<file path="config.mk">
export PLATFORM = sky130hd
export DESIGN_NAME = cfg_loader_top
export DESIGN_NICKNAME = d
export VERILOG_FILES = /design/src/rtl/cfg_ld_pkg.sv /design/src/rtl/cfg_ld_tick.sv /design/src/rtl/cfg_ld_line.sv /design/src/rtl/cfg_ld_seq.sv /design/src/rtl/cfg_loader_top.sv
export SDC_FILE = /design/constraint.sdc
export NUM_CORES = 1
export LEC_CHECK = 0
export CORE_ASPECT_RATIO = 1.1
export CORE_MARGIN = 2
export CORE_UTILIZATION = 58
export CTS_CLUSTER_SIZE = 12
export DETAILED_ROUTE_END_ITERATION = 6
export GPL_TIMING_DRIVEN = 0
export PLACE_DENSITY = 0.81
export SLEW_MARGIN = 20
export SYNTH_ARGS = -nofsm -noshare
export SYNTH_HDL_FRONTEND = slang
export SYNTH_HIERARCHICAL = 1
export SYNTH_SLANG_ARGS = --single-unit
export TNS_END_PERCENT = 5
</file>
<file path="constraint.sdc">
create_clock -name clk -period 2.4 [get_ports clk]
set_clock_uncertainty 0.1 [all_clocks]
set_input_delay 0.72 -clock clk [delete_from_list [all_inputs] [get_ports clk]]
set_output_delay 0.72 -clock clk [all_outputs]
set_load 0.03 [all_outputs]
</file>
<file path="src/rtl/cfg_ld_pkg.sv">
package cfg_ld_pkg;

    localparam logic [6:0] EEPROM_DEV = 7'b1010000;

    typedef enum logic [1:0] {
        OP_START = 2'd0,
        OP_STOP  = 2'd1,
        OP_BYTE  = 2'd2
    } line_op_e;

    typedef enum logic [3:0] {
        SQ_START,
        SQ_DEVW,
        SQ_WADDR,
        SQ_RSTART,
        SQ_DEVR,
        SQ_READ,
        SQ_STOP,
        SQ_FIN
    } seq_state_e;

    typedef struct packed {
        line_op_e   op;
        logic [7:0] data;
        logic       rd;   // byte is received rather than sent
        logic       ack;  // for received bytes: 1 = acknowledge (drive low)
    } line_cmd_t;

    function automatic logic [7:0] dev_byte(input logic rd);
        return {EEPROM_DEV, rd};
    endfunction

    function automatic line_cmd_t make_cmd(input seq_state_e st,
                                           input logic [7:0] word_addr,
                                           input logic       last);
        line_cmd_t c;
        c.op   = OP_BYTE;
        c.data = 8'h00;
        c.rd   = 1'b0;
        c.ack  = 1'b0;
        unique case (st)
            SQ_START, SQ_RSTART: c.op = OP_START;
            SQ_STOP:             c.op = OP_STOP;
            SQ_DEVW:             c.data = dev_byte(1'b0);
            SQ_WADDR:            c.data = word_addr;
            SQ_DEVR:             c.data = dev_byte(1'b1);
            SQ_READ: begin
                c.rd  = 1'b1;
                c.ack = !last;
            end
            default: c.op = OP_BYTE;
        endcase
        return c;
    endfunction

endpackage

</file>
<file path="src/rtl/cfg_ld_tick.sv">
module cfg_ld_tick #(
    parameter int CLK_DIV = 125
) (
    input  logic clk,
    input  logic rst,
    output logic tick
);
    localparam int CW = (CLK_DIV > 1) ? $clog2(CLK_DIV) : 1;
    localparam logic [CW-1:0] LIM = CW'(CLK_DIV - 1);

    logic [CW-1:0] cnt;

    always_ff @(posedge clk) begin
        if (rst || cnt == LIM) cnt <= '0;
        else                   cnt <= cnt + 1'b1;
    end

    assign tick = (cnt == LIM);
endmodule

</file>
<file path="src/rtl/cfg_ld_line.sv">
module cfg_ld_line
    import cfg_ld_pkg::*;
(
    input  logic      clk,
    input  logic      rst,
    input  logic      tick,
    input  logic      scl_in,
    input  logic      sda_in,
    input  logic      cmd_valid,
    input  line_cmd_t cmd,
    output logic      cmd_ready,
    output logic      op_done,
    output logic [7:0] rx_byte,
    output logic      ack_ok,
    output logic      scl_oe,
    output logic      sda_oe
);
    logic       busy;
    logic [1:0] phase;
    logic [3:0] bitcnt;
    logic [7:0] shreg;
    line_cmd_t  cur;
    logic       bit_drive;
    logic       step;

    assign cmd_ready = !busy;
    // phase 2 is the SCL-high sample point: advance only once SCL reads high
    assign step = busy && tick && (phase != 2'd2 || scl_in);

    always_comb begin
        if (cur.rd) bit_drive = (bitcnt == 4'd8) ? cur.ack : 1'b0;
        else        bit_drive = (bitcnt == 4'd8) ? 1'b0 : !shreg[7];
    end

    always_ff @(posedge clk) begin
        op_done <= 1'b0;
        if (rst) begin
            busy    <= 1'b0;
            phase   <= 2'd0;
            bitcnt  <= 4'd0;
            shreg   <= 8'h00;
            cur     <= '0;
            rx_byte <= 8'h00;
            ack_ok  <= 1'b0;
            scl_oe  <= 1'b0;
            sda_oe  <= 1'b0;
        end else if (!busy) begin
            if (cmd_valid) begin
                busy   <= 1'b1;
                cur    <= cmd;
                shreg  <= cmd.data;
                phase  <= 2'd0;
                bitcnt <= 4'd0;
            end
        end else if (step) begin
            phase <= phase + 2'd1;
            unique case (cur.op)
                OP_START: begin
                    unique case (phase)
                        2'd0: sda_oe <= 1'b0;
                        2'd1: scl_oe <= 1'b0;
                        2'd2: sda_oe <= 1'b1;
                        default: begin
                            scl_oe  <= 1'b1;
                            busy    <= 1'b0;
                            op_done <= 1'b1;
                        end
                    endcase
                end
                OP_STOP: begin
                    unique case (phase)
                        2'd0: sda_oe <= 1'b1;
                        2'd1: scl_oe <= 1'b0;
                        2'd2: sda_oe <= 1'b0;
                        default: begin
                            busy    <= 1'b0;
                            op_done <= 1'b1;
                        end
                    endcase
                end
                default: begin
                    unique case (phase)
                        2'd0: sda_oe <= bit_drive;
                        2'd1: scl_oe <= 1'b0;
                        2'd2: begin
                            if (bitcnt == 4'd8) ack_ok <= !sda_in;
                            else                shreg  <= {shreg[6:0], sda_in};
                        end
                        default: begin
                            scl_oe <= 1'b1;
                            if (bitcnt == 4'd8) begin
                                busy    <= 1'b0;
                                op_done <= 1'b1;
                                rx_byte <= shreg;
                            end else begin
                                bitcnt <= bitcnt + 4'd1;
                            end
                        end
                    endcase
                end
            endcase
        end
    end

    // inside a data bit, SDA drive holds still while SCL is released
    assert_sda_steady_scl_high_R2: assert property (@(posedge clk) disable iff (rst)
        ($past(busy) && busy && cur.op == OP_BYTE && $past(cur.op) == OP_BYTE
         && !$past(scl_oe) && !scl_oe) |-> $stable(sda_oe));

    // while the line is still held low externally, SCL stays released
    assert_scl_wait_R9: assert property (@(posedge clk) disable iff (rst)
        (busy && phase == 2'd2 && !scl_oe && !scl_in) |=> !scl_oe);
endmodule

</file>
<file path="src/rtl/cfg_ld_seq.sv">
module cfg_ld_seq
    import cfg_ld_pkg::*;
#(
    parameter int         N_BYTES    = 16,
    parameter logic [7:0] START_ADDR = 8'h00,
    localparam int        IW         = (N_BYTES > 1) ? $clog2(N_BYTES) : 1
) (
    input  logic          clk,
    input  logic          rst,
    input  logic          cmd_ready,
    input  logic          op_done,
    input  logic [7:0]    rx_byte,
    input  logic          ack_ok,
    output logic          cmd_valid,
    output line_cmd_t     cmd,
    output logic          wr_en,
    output logic [IW-1:0] wr_addr,
    output logic [7:0]    wr_data,
    output logic          done,
    output logic          err
);
    localparam logic [IW-1:0] LAST = IW'(N_BYTES - 1);

    seq_state_e    state;
    logic          issued;
    logic          failed;
    logic [IW-1:0] idx;

    assign cmd       = make_cmd(state, START_ADDR, idx == LAST);
    assign cmd_valid = !issued && state != SQ_FIN;

    always_ff @(posedge clk) begin
        wr_en <= 1'b0;
        if (rst) begin
            state   <= SQ_START;
            issued  <= 1'b0;
            failed  <= 1'b0;
            idx     <= '0;
            wr_addr <= '0;
            wr_data <= 8'h00;
            done    <= 1'b0;
            err     <= 1'b0;
        end else begin
            if (cmd_valid && cmd_ready) issued <= 1'b1;
            if (op_done) begin
                issued <= 1'b0;
                unique case (state)
                    SQ_START:  state <= SQ_DEVW;
                    SQ_RSTART: state <= SQ_DEVR;
                    SQ_DEVW, SQ_WADDR, SQ_DEVR: begin
                        if (!ack_ok) begin
                            failed <= 1'b1;
                            state  <= SQ_STOP;
                        end else if (state == SQ_DEVW)  state <= SQ_WADDR;
                        else if (state == SQ_WADDR)     state <= SQ_RSTART;
                        else                            state <= SQ_READ;
                    end
                    SQ_READ: begin
                        wr_en   <= 1'b1;
                        wr_addr <= idx;
                        wr_data <= rx_byte;
                        if (idx == LAST) state <= SQ_STOP;
                        else             idx   <= idx + 1'b1;
                    end
                    SQ_STOP: begin
                        state <= SQ_FIN;
                        done  <= !failed;
                        err   <= failed;
                    end
                    default: state <= SQ_FIN;
                endcase
            end
        end
    end

    // completion is sticky until reset
    assert_done_sticky_R7: assert property (@(posedge clk) disable iff (rst)
        done |=> done);
    // error is sticky and never coexists with done
    assert_err_sticky_R8: assert property (@(posedge clk) disable iff (rst)
        err |=> (err && !done));
    // no register-file write once the load has ended
    assert_no_write_after_end_R6: assert property (@(posedge clk) disable iff (rst)
        (done || err) |-> !wr_en);
endmodule

</file>
<file path="src/rtl/cfg_loader_top.sv">
module cfg_loader_top
    import cfg_ld_pkg::*;
#(
    parameter int         N_BYTES    = 16,
    parameter logic [7:0] START_ADDR = 8'h00,
    parameter int         CLK_DIV    = 125,
    localparam int        IW         = (N_BYTES > 1) ? $clog2(N_BYTES) : 1
) (
    input  logic          clk,
    input  logic          rst,
    input  logic          scl_in,
    input  logic          sda_in,
    output logic          scl_oe,
    output logic          sda_oe,
    output logic          wr_en,
    output logic [IW-1:0] wr_addr,
    output logic [7:0]    wr_data,
    output logic          done,
    output logic          err
);
    logic      tick;
    logic      cmd_valid;
    logic      cmd_ready;
    line_cmd_t cmd;
    logic      op_done;
    logic [7:0] rx_byte;
    logic      ack_ok;

    cfg_ld_tick #(.CLK_DIV(CLK_DIV)) u_tick (
        .clk  (clk),
        .rst  (rst),
        .tick (tick)
    );

    cfg_ld_line u_line (
        .clk       (clk),
        .rst       (rst),
        .tick      (tick),
        .scl_in    (scl_in),
        .sda_in    (sda_in),
        .cmd_valid (cmd_valid),
        .cmd       (cmd),
        .cmd_ready (cmd_ready),
        .op_done   (op_done),
        .rx_byte   (rx_byte),
        .ack_ok    (ack_ok),
        .scl_oe    (scl_oe),
        .sda_oe    (sda_oe)
    );

    cfg_ld_seq #(.N_BYTES(N_BYTES), .START_ADDR(START_ADDR)) u_seq (
        .clk       (clk),
        .rst       (rst),
        .cmd_ready (cmd_ready),
        .op_done   (op_done),
        .rx_byte   (rx_byte),
        .ack_ok    (ack_ok),
        .cmd_valid (cmd_valid),
        .cmd       (cmd),
        .wr_en     (wr_en),
        .wr_addr   (wr_addr),
        .wr_data   (wr_data),
        .done      (done),
        .err       (err)
    );

    // a sampled reset leaves both lines and all flags released
    assert_bus_released_in_reset_R1: assert property (@(posedge clk)
        $past(rst) |-> (!scl_oe && !sda_oe && !done && !err && !wr_en));
endmodule

</file>
; ---- Word level (Yosys, flattened, before mapping)
; Cells that the tools add are included.
[totals]
regBits = 63
word_cells = 140
out_inout_bits = 17
in_bits = 4
[classes]
n_reduce_logical = 38
n_eq_ne = 24
muxes = 45
n_bitwise = 7
add_sub_neg = 4
[op_table]
columns = cell, count
row1 = 8-bit two-way mux, 6
row2 = 4-bit two-way mux, 9
row3 = 5-bit AND reduction, 5
row4 = 1-bit two-way mux, 18
row5 = 4-bit case mux with 4 select lines, 1
row6 = 8-bit case mux with 2 select lines, 1
row7 = 4-bit by 3-bit equality test with 1-bit output (second input constant), 3
row8 = 2-bit != test (second input constant), 6
row9 = 2-bit AND reduction, 5
row10 = 2-bit OR reduction, 5
row11 = 3-bit OR reduction, 3
row12 = 4-bit by 1-bit adder with 4-bit output (second input constant), 2
row13 = 4-bit by 2-bit equality test with 1-bit output (second input constant), 2
row14 = 4-bit equality test (second input constant), 2
row15 = 2-bit two-way mux, 4
row16 = 1-bit case mux with 2 select lines, 4
row17 = 7-bit by 1-bit adder with 7-bit output (second input constant), 1
row18 = 7-bit equality test (second input constant), 1
row19 = 1-bit NOT, 7
row20 = 1-bit zero test, 6
row21 = 2-bit by 1-bit != test with 1-bit output (second input constant), 3
row22 = 3-bit by 1-bit != test with 1-bit output (second input constant), 2
row23 = 3-bit AND reduction, 2
row24 = 2-bit by 1-bit equality test with 1-bit output (second input constant), 2
row25 = other kinds (13), 18

; ---- Logic depth before layout (Yosys ltp)
[depth]
word_depth = 6
mapped_depth = 8
depth_no_buf = 7

; ---- Cells and area by module
; Netlist, hierarchy kept.
[by_module_without_submodules]
columns = mod, cells_each, area_per_inst_um2, seq_area_each_um2, instances
row1 = cfg_ld_line, 172, 1534.0, 620.6, 1
row2 = cfg_ld_seq, 136, 1098.6, 480.5, 1
row3 = cfg_ld_tick, 33, 306.5, 140.1, 1

; ---- Least setup slack after synthesis
; OpenSTA, ideal clock, no wires.
[synth_path]
path_kind = reg2reg
startpoint = register u_tick.cnt[2]
endpoint = register u_line.bitcnt[3]
setup_time_ps = 74
t_required_ps = 2226
stages_incl_launch_ff = 8
period_less_slack_ps = 2046
n_path_buf = 1
path_slack_ps = 354
arrival_time_ps = 1872
cell_sequence = dfxtp_1 -> and4_1 -> and3_1 -> nand2_4 -> or3_1 -> buf_2 -> or3_1 -> a31oi_1
[synth_between]
elab_chain_len = 5
[synth_lines]
columns = element, line_no
row1 = from (decl), cfg_ld_tick.sv:11  ; logic [CW-1:0] cnt;
row2 = from (signal assigned), cfg_ld_tick.sv:15  ; else cnt <= cnt + 1'b1;
row3 = 7-bit equality test, cfg_ld_tick.sv:18  ; assign tick = (cnt == LIM);
row4 = named net tick, cfg_loader_top.sv:21  ; logic tick;
row5 = 1-bit logical AND (2 in series), cfg_ld_line.sv:28  ; assign step = busy && tick && (phase != 2'd2 || scl_in);
row6 = 2-bit != test (no line), --
row7 = 5-bit AND reduction (no line), --
row8 = to (signal assigned), cfg_ld_line.sv:96  ; bitcnt <= bitcnt + 4'd1;
row9 = to (decl), cfg_ld_line.sv:20  ; logic [3:0] bitcnt;
; The timed path passes the listed nets, and every way through them passes these cells.
; A chain may end at the register's enable or synchronous reset.

; ---- Final worst setup path
[layout_path]
startpoint = input port scl_in
endpoint = register u_line.rx_byte[2]
[layout_between]
elab_chain_len = 3
[layout_lines]
columns = element, line_no
row1 = from (decl), cfg_loader_top.sv:11  ; input logic scl_in,
row2 = 1-bit logical OR, cfg_ld_line.sv:28
row3 = 1-bit logical AND, cfg_ld_line.sv:28
row4 = 5-bit AND reduction (no line), --
row5 = to (signal assigned), cfg_ld_line.sv:94  ; rx_byte <= shreg;
row6 = to (decl), cfg_ld_line.sv:13  ; output logic [7:0] rx_byte,
; No other way between the ends.

==> impl_metrics.env <==
export IMPL_path_cells="clkdlybuf4s50_1, nor2b_1, buf_4, nor4_4, mux2i_1, nor2_1"
export IMPL_synth_area_leaders="dfxtp_1, mux2i_1, nand2_1"
export IMPL_clockRootBuffer="clkbuf_8"
export IMPL_postLayoutSetupSlackWorst_ns=0.0930
export IMPL_syn_area_mm2=0.00294
export IMPL_cts_buffers=9
export IMPL_die_h_um=78.7
export IMPL_die_w_um=71.9
export IMPL_netlist_area_leader_share=0.422
export IMPL_leakage_uw=0.00132
export IMPL_clk_path_buf_depth=2
export IMPL_yosys_cell_types_count=53
export IMPL_clkTransAtPathRegs_ns=0.07
export IMPL_syn_to_final_growth_pct=18.5
export IMPL_grt_util_all_layers=0.225
export IMPL_syn_inst=341
export IMPL_postPlaceCellArea_mm2=0.00323
export IMPL_viasPerCell=5.51
export IMPL_rsz0062_at_grt="no"
export IMPL_finalPower_uw=2350
export IMPL_cp_start_kind="input port"
export IMPL_worst_path_max_fanout=8
export IMPL_crit_type="input port to flip-flop"
export IMPL_end_kind="flip-flop"
export IMPL_setup_viol=0
export IMPL_cpPeakStageDelay_ns=0.65
export IMPL_final_common_cell="dfxtp_1"
export IMPL_overflow=0
export IMPL_cts_tree="built"
export IMPL_start_util=0.596
export IMPL_hold_viol=0
export IMPL_h_tree_depth=3
export IMPL_fin_crit_sh=0.961
export IMPL_finalCriticalPeriod_ns=2.31
export IMPL_synth_ff_type="dfxtp_1"
export IMPL_num_nets_final=390
export IMPL_drt_first_pass_iters=4
export IMPL_place_hpwl_um=4260
export IMPL_yosys_area_top_type="dfxtp_1"
export IMPL_rows=27
export IMPL_ant_nets=0
export IMPL_num_vias=2417
export IMPL_ctsHoldBuffers=0
export IMPL_cts_resized=0
export IMPL_async_flop_share=0
export IMPL_hp_class="flip-flop to flip-flop"
export IMPL_slew_headroom=0.482
export IMPL_pin_count=21
export IMPL_design_area_mm2=0.00348
export IMPL_drt_total_wl_um=5970
export IMPL_cp_required_ns=2.51
export IMPL_power_density_mw_per_mm2=675
export IMPL_avgSynthCellArea_um2=8.62
export IMPL_yosys_register_bits=62
export IMPL_drv_slew=0
export IMPL_postCtsSetupBuffers=0
export IMPL_max_freq_ghz=0.433
export IMPL_coreArea_mm2=0.00493
export IMPL_place_port_buffers=20
export IMPL_insertion_delay_ns=0.34
export IMPL_gp_congestion=0.863
export IMPL_grt_max_degree=12
export IMPL_crit_slowest_cell="nor4_4"
export IMPL_arrival_ns=2.41
export IMPL_die_area_mm2=0.00565
export IMPL_tightestPinTransition_ns=0.771
export IMPL_diodes=0
export IMPL_cts_sinks=62
export IMPL_synth_edf_count=0
export IMPL_ys_warnings_count=6
export IMPL_drt_drc_violations_left=0
export IMPL_drive_gt1_frac=0.118
export IMPL_status="finished, final reports clean"
export IMPL_vdd_drop_max_v=0.000363
export IMPL_pre_cts_ws_ns=-0.261
export IMPL_crit_buf_inv=2
export IMPL_grt_pass1_wl_um=9960
export IMPL_seq_area_frac_synth=0.422
export IMPL_layout_common_cells="dfxtp_1, nand2_1, nor2_1"
export IMPL_first_global_vias=2257
export IMPL_maxCapViolCount=0
export IMPL_wl_per_cell_um=13.6
export IMPL_antenna_found_initial=0
export IMPL_crit_family="simple AND/OR/NAND/NOR gates"
export IMPL_drtIter0Drc=135
state kept, by name, indices dropped and copies added (netlist names), 2 cells and up:
name	count
u_seq/wr_addr	4
u_line/cur	4
u_line/rx_byte	8
u_seq/idx	4
u_seq/state	3
u_tick/cnt	7
u_line/shreg	8
u_seq/wr_data	8
u_line/phase	2
u_line/bitcnt	4
final cells by class:
class | count | area, um^2
multi-input combinational | 243 | 1500
fill | 402 | 1450
sequential | 62 | 1240
timing repair buffer | 20 | 200
buffer | 27 | 160
clock buffer | 11 | 151
clock inverter | 5 | 105
tap | 58 | 72.6
inverter | 13 | 48.8
through the flow:
step / utilization / hold WS (ns) / TNS (ns) / std cells
final: 0.706 / 0.353 / 0 / 439
after detailed placement: 0.654 / 0.346 / -3.27 / 423
after floorplan: - / 0.331 / 0 / 345
after global placement: 0.654 / 0.341 / -2.28 / 423
after global routing: 0.706 / 0.371 / 0 / 439
after CTS: 0.706 / 0.355 / 0 / 439
synthesized netlist by cell type, types with 3 or more instances:
library cell,number
nor4_1,3
nand2_1,43
nor2b_1,4
buf_4,11
xor2_1,3
o211ai_1,3
nand3_1,11
dfxtp_1,62
a211oi_1,10
nand2b_1,3
clkbuf_1,6
o21ai_0,4
nor3b_1,3
and3_1,3
nor2_1,39
nor3_1,8
ha_1,10
a21oi_1,32
buf_2,7
or3_1,4
mux2i_1,18
inv_1,13
a311oi_1,3
cells by family (layout without fill, tap and decap cells):
kind of cell	count (synthesis)	count (layout)	synth area share
AO/OA/AOI/OAI	68	68	0.150
XOR/XNOR	5	5	0.0149
adder cells (fa/ha/maj)	10	10	0.0426
buffers and inverters	40	76	0.0711
flip-flops	62	62	0.422
multiplexers	18	18	0.0613
other	1	5	0.00128
AND/OR/NAND/NOR	137	137	0.237
worst reg2reg max path: stages (launching register included):
cell and delay (ns):
dfxtp_1 0.40, and4_1 0.28, and3_1 0.23, nand2_4 0.11
nor4_4 0.71, mux2i_1 0.28, nor2_1 0.06
final timing paths:
path                                        from                end  slack (ns)  depth (start not counted)
worst min-delay path            u_seq/wr_addr[3]   u_seq/wr_addr[3]        0.35                          2
worst max register to register     u_tick/cnt[2]  u_line/rx_byte[2]        0.11                          6
worst max-delay path                      scl_in  u_line/rx_byte[2]        0.09                          6
worst min register to register  u_seq/wr_addr[3]   u_seq/wr_addr[3]        0.35                          2
power by group:
group / internal [uW] / switching, uW
Combinational: 52.6 / 74.9
Sequential: 1050 / 17.0
Clock: 746 / 410
routing by layer:
| metal | vias to the layer above | part of all wire | GRT usage |
|---|---|---|---|
| met3 | 7 | 0.037 | 0.0591 |
| met4 | 0 | 0.013 | 0.0962 |
| met5 | - | 0 | 0 |
| met1 | 1118 | 0.46 | 0.260 |
| met2 | 51 | 0.49 | 0.387 |
| li1 | 1241 | - | - |
Note: power is estimated with default switching activity, not from simulation.
